[src/rtl/nibble_bus_if.sv]
`timescale 1ns/1ps
module nibble_bus_if #(
  parameter int CODE_W   = 14,
  parameter int SAMPLE_W = 13,
  parameter int WORD_W   = 16,
  parameter int LANES    = 4,
  parameter int TX_W     = 12,
  parameter int RX_LAT   = 5
) (
  input  logic              clk,
  input  logic              rst_n,
  input  logic              osr2,
  input  logic              pdown,
  input  logic              loopback,
  input  logic [CODE_W-1:0] rx_code,
  output logic [TX_W-1:0]   tx_sample,
  input  logic [LANES-1:0]  tx_nib,
  output logic [LANES-1:0]  rx_nib,
  output logic              word_clk,
  output logic              nib_clk
);
  localparam int NIBS  = WORD_W / LANES;
  localparam int IDX_W = $clog2(NIBS);
  localparam int PAD   = WORD_W - SAMPLE_W;
  localparam logic signed [CODE_W-1:0] HI = CODE_W'((1 << (SAMPLE_W-1)) - 1);
  localparam logic signed [CODE_W-1:0] LO = CODE_W'(-(1 << (SAMPLE_W-1)));

  logic [IDX_W-1:0]  idx;
  logic              ph;
  logic [WORD_W-1:0] tx_buf, lb_word;
  logic [TX_W-1:0]   tx_pend;
  logic [WORD_W-1:0] pipe [RX_LAT];

  wire adv      = !osr2 || ph;
  wire word_end = adv && (idx == IDX_W'(NIBS-1));
  wire [WORD_W-1:0] tx_word = {tx_nib, tx_buf[WORD_W-LANES-1:0]};

  logic signed [CODE_W-1:0] code_s;
  logic [SAMPLE_W-1:0]      sat;
  assign code_s = $signed(rx_code);
  always_comb begin
    if (code_s > HI)      sat = HI[SAMPLE_W-1:0];
    else if (code_s < LO) sat = LO[SAMPLE_W-1:0];
    else                  sat = rx_code[SAMPLE_W-1:0];
  end
  wire [WORD_W-1:0] fmt_word = {sat, {PAD{1'b0}}};

  always_ff @(posedge clk or negedge rst_n) begin
    if (!rst_n) begin
      idx <= '0;
      ph  <= 1'b0;
    end else begin
      ph <= osr2 ? ~ph : 1'b0;
      if (adv) idx <= idx + 1'b1;
    end
  end

  always_ff @(posedge clk or negedge rst_n) begin
    if (!rst_n) begin
      tx_buf    <= '0;
      tx_pend   <= '0;
      tx_sample <= '0;
      lb_word   <= '0;
    end else if (!pdown) begin
      if (adv) tx_buf[int'(idx)*LANES +: LANES] <= tx_nib;
      if (word_end) begin
        tx_sample <= tx_pend;
        tx_pend   <= tx_word[WORD_W-1 -: TX_W];
        lb_word   <= tx_word;
      end
    end
  end

  always_ff @(posedge clk or negedge rst_n) begin
    if (!rst_n) begin
      for (int i = 0; i < RX_LAT; i++) pipe[i] <= '0;
    end else if (word_end) begin
      pipe[0] <= fmt_word;
      for (int i = 1; i < RX_LAT; i++) pipe[i] <= pipe[i-1];
    end
  end

  wire [WORD_W-1:0] rx_sel = loopback ? lb_word : pipe[RX_LAT-1];
  assign rx_nib   = pdown ? '0 : rx_sel[int'(idx)*LANES +: LANES];
  assign word_clk = !rst_n || (idx == '0);
  assign nib_clk  = !rst_n || (osr2 && !ph);

  p_strobe_one_nibble_r2: assert property (@(posedge clk) disable iff (!rst_n)
    (!osr2 && word_clk) |=> !word_clk);
  p_strobe_two_cycles_r2: assert property (@(posedge clk) disable iff (!rst_n)
    (osr2 && $rose(word_clk)) |=> word_clk);
  p_nibclk_ground_r3: assert property (@(posedge clk) disable iff (!rst_n)
    !osr2 |-> !nib_clk);
  p_nibclk_toggle_r3: assert property (@(posedge clk) disable iff (!rst_n)
    (osr2 && $past(rst_n)) |-> (nib_clk != $past(nib_clk)));
  p_low_fill_r7: assert property (@(posedge clk) disable iff (!rst_n)
    (!pdown && !loopback && idx == '0) |-> (rx_nib[PAD-1:0] == '0));
  p_pdown_hold_r9: assert property (@(posedge clk) disable iff (!rst_n)
    pdown |=> $stable(tx_sample));
endmodule

[config.mk]
export PLATFORM = sky130hd
export DESIGN_NAME = nibble_bus_if
export DESIGN_NICKNAME = d
export VERILOG_FILES = /design/src/rtl/nibble_bus_if.sv
export SDC_FILE = /design/constraint.sdc
export NUM_CORES = 1
export LEC_CHECK = 0
export BUFFER_PORTS_ARGS = -buffer_cell sky130_fd_sc_hd__buf_2
export CELL_PAD_IN_SITES_DETAIL_PLACEMENT = 0
export CELL_PAD_IN_SITES_GLOBAL_PLACEMENT = 1
export CORE_MARGIN = 5
export CORE_UTILIZATION = 40
export DETAILED_ROUTE_END_ITERATION = 8
export MAX_ROUTING_LAYER = met4
export PLACE_DENSITY = 0.64
export SYNTH_ARGS = -nofsm -noshare
export SYNTH_HDL_FRONTEND = slang
export SYNTH_SLANG_ARGS = --single-unit
[constraint.sdc]
create_clock -name clk -period 3.7 [get_ports clk]
set_input_delay 0.74 -clock clk [delete_from_list [all_inputs] [get_ports clk]]
set_output_delay 0.74 -clock clk [all_outputs]
set_load 0.01 [all_outputs]
==> metrics <==
VDD IR max 0.326 mV; Core Area 0.0116 sq mm; Mapped Cells 334; Die Ht 119 um; DR DRC count 0; layout cells sized above 1 about 45%; unrepaired setup endpoints after global routing no; Post-CTS Resized 0; fin crit share 73.7%; DPL Wire Length 5.66 mm; most common cell after layout, fill and taps aside dfrtp_1; Worst Setup End Kind primary output; largest net degree at the start of global routing 66; first-pass GRT wire length between 10 and 15 mm; vias in the first global route about 2800; Synth Area in Compound Gates between 2 and 2.5%; syn_area_per_cell 14.3 sq um; DR vias 2633; clk_skew 7.08 ps; cts bufs inserted 9; drt pass-1 iters 4; Seq/Total Area, Yosys 56.8%; status finished clean; total track usage approximately an eighth; final instance area 0.00535 sq mm; # setup viols final 0; Wirelength per Cell 15.9 um; row cnt 39; Vias/cell 5.04; CTS Hold Bufs 0; number of distinct library cells after synthesis 30; CP Max Fanout 11; Worst Tran Pin Value 788 ps; Max-Slew Margin vs Limit 47.5%; post-synthesis adder-cell area fraction 1.31%; Final #Nets 402; initial antenna violation count 0; CP Data Required Time 2960 ps; die width 119 um; Post-CTS Setup Bufs 0; synth warn 0; R2R Path Start idx[0]$_DFFE_PN0N_; CTS Sinks 108; ant diodes 0; flops & latches, synth 108; root buffer cell clkbuf_16; # fillers 1072; Max Fclk 367 MHz; Final min period 2730 ps; CTS tree yes; MaxCap Viol Count 0; I/O Buffers 40; Startpoint Class input pin; CTS H-tree lvls 3; worst skew pair latency 340 ps; highest-count cells in the layout ignoring fill and taps dfrtp_1, mux2_2, buf_2, nand2_1, mux2_4; post-synthesis simple-gate area fraction 5.94%; setup_tns 0 ps; Clk pin slew, worst setup/hold paths around 70 ps; DRT Wirelength ~8.3 mm; DP Area 0.00504 sq mm; Layout area overhead 12.3%; # IOs 41; Max clock buf depth 2; largest family of logic cells by synthesized area multiplexers; Post-DRT Antenna Nets 0; P per Cell Area 831 mW/mm^2; Initial Util 41.2%; Critical path origin loopback; fin. max-slew vios 0; GPL Wtd Cong 0.819; Final Hold Viols 0; xor/xnor cell area share of the yosys netlist 0.184%; CP arrival a little under 2000 ps; LEAKAGE between 2 and 2.5 nW; Hold Crit Class in -> async; DRT iter0 DRCs between 100 and 150; GRT overflow 0; critical path type in -> out; mux share of post-synthesis cell area between 20% and 30%; syn nets approximately 360; Mapped Area 0.00476 sq mm; Total Die Area 0.0142 sq mm
==> power breakdown <==
group | total, mW | switching, mW | internal [mW]
clock network | 0.980 | 0.429 | 0.551
registers | 2.09 | 0.346 | 1.74
logic | 1.37 | 0.538 | 0.837
total | 4.44 | 1.31 | 3.13
==> worst max-delay path: stages <==
cell and delay (ps):
buf_2 280, mux4_2 560, o22ai_1 160, a311oi_1 80, buf_2 170
==> Yosys cell counts <==
| cell | n | area [sq um] |
|---|---|---|
| a21oi_1 | 12 | 60.1 |
| a221oi_1 | 2 | 17.5 |
| a311oi_1 | 2 | 17.5 |
| and3b_1 | 1 | 8.76 |
| buf_12 | 2 | 40.0 |
| buf_2 | 3 | 15.0 |
| buf_4 | 1 | 7.51 |
| buf_6 | 7 | 78.8 |
| clkbuf_1 | 3 | 11.3 |
| clkinv_1 | 1 | 3.75 |
| dfrtp_1 | 108 | 2700 |
| ha_1 | 5 | 62.6 |
| inv_1 | 13 | 48.8 |
| inv_4 | 1 | 6.26 |
| mux2_2 | 77 | 867 |
| mux2_4 | 20 | 300 |
| mux2i_1 | 13 | 130 |
| mux4_2 | 4 | 90.1 |
| nand2_1 | 28 | 105 |
| nand2b_1 | 2 | 12.5 |
| nand2b_4 | 1 | 13.8 |
| nand3_1 | 1 | 5.00 |
| nor2_1 | 15 | 56.3 |
| nor2b_1 | 1 | 6.26 |
| nor3_1 | 2 | 10.0 |
| nor3b_1 | 2 | 15.0 |
| nor3b_2 | 4 | 50.1 |
| o21ai_0 | 1 | 5.00 |
| o22ai_1 | 1 | 6.26 |
| xnor2_1 | 1 | 8.76 |
==> path summary, 6_finish.rpt <==
| check | endpoint | slack (ps) | cells after the start |
|---|---|---|---|
| max | rx_nib[3] | 970 | 5 |
| min | lb_word[9]$_DFFE_PN0P_ | 350 | 1 |
| max reg2reg | tx_buf[9]$_DFFE_PN0P_ | 1430 | 5 |
| min reg2reg | tx_sample[3]$_DFFE_PN0P_ | 500 | 1 |
| max in group asynchronous | pipe[36]$_DFFE_PN0P_ | 2350 | 2 |
| min in group clk | tx_sample[3]$_DFFE_PN0P_ | 500 | 1 |
==> area by class of cell <==
class,count,area (sq um),area share (%)
clock inverters,6,71.3,1.33
clock buffers,10,239,4.47
multi-input cells,195,1860,34.7
repair buffers,45,240,4.49
inverters,15,58.8,1.10
well taps,143,179,3.35
flip-flops and latches,108,2700,50.5
==> cells by family after synthesis <==
family | after synthesis
buffers and inverters | 31
adder cells (fa/ha/maj) | 5
multiplexers | 114
flip-flops | 108
AND/OR/NAND/NOR | 57
XOR/XNOR | 1
AO/OA/AOI/OAI | 18
==> sequential cells by signal (all words and copies together) (netlist names) <==
name       count
lb_word       16
pipe          65
tx_sample     12
idx            2
tx_buf        12
ph             1
==> metrics by stage <==
step           total power [mW]  setup slack [ps]  hold WS (ps)  std cells  util (%)
2_1_floorplan              3.15              1390           444        334         -
3_3_place_gp               3.48              1010           485        506      43.6
3_5_place_dp               3.52               965           488        506      43.6
4_1_cts                    4.51               967           362        522      46.2
5_1_grt                    4.76               913           382        522      46.2
6_report                   4.44               974           350        522      46.2
==> metal layers <==
metal	part of all wire, %	vias to the layer above	track usage (%)	routed length, um
met3	3.1	4	2.65	254
met1	48	1362	17.9	4030
li1	-	1239	-	-
met5	0	-	-	0
met2	48	28	19.0	3960
met4	0.79	0	4.34	66
Power figures use the tool's default switching activity.
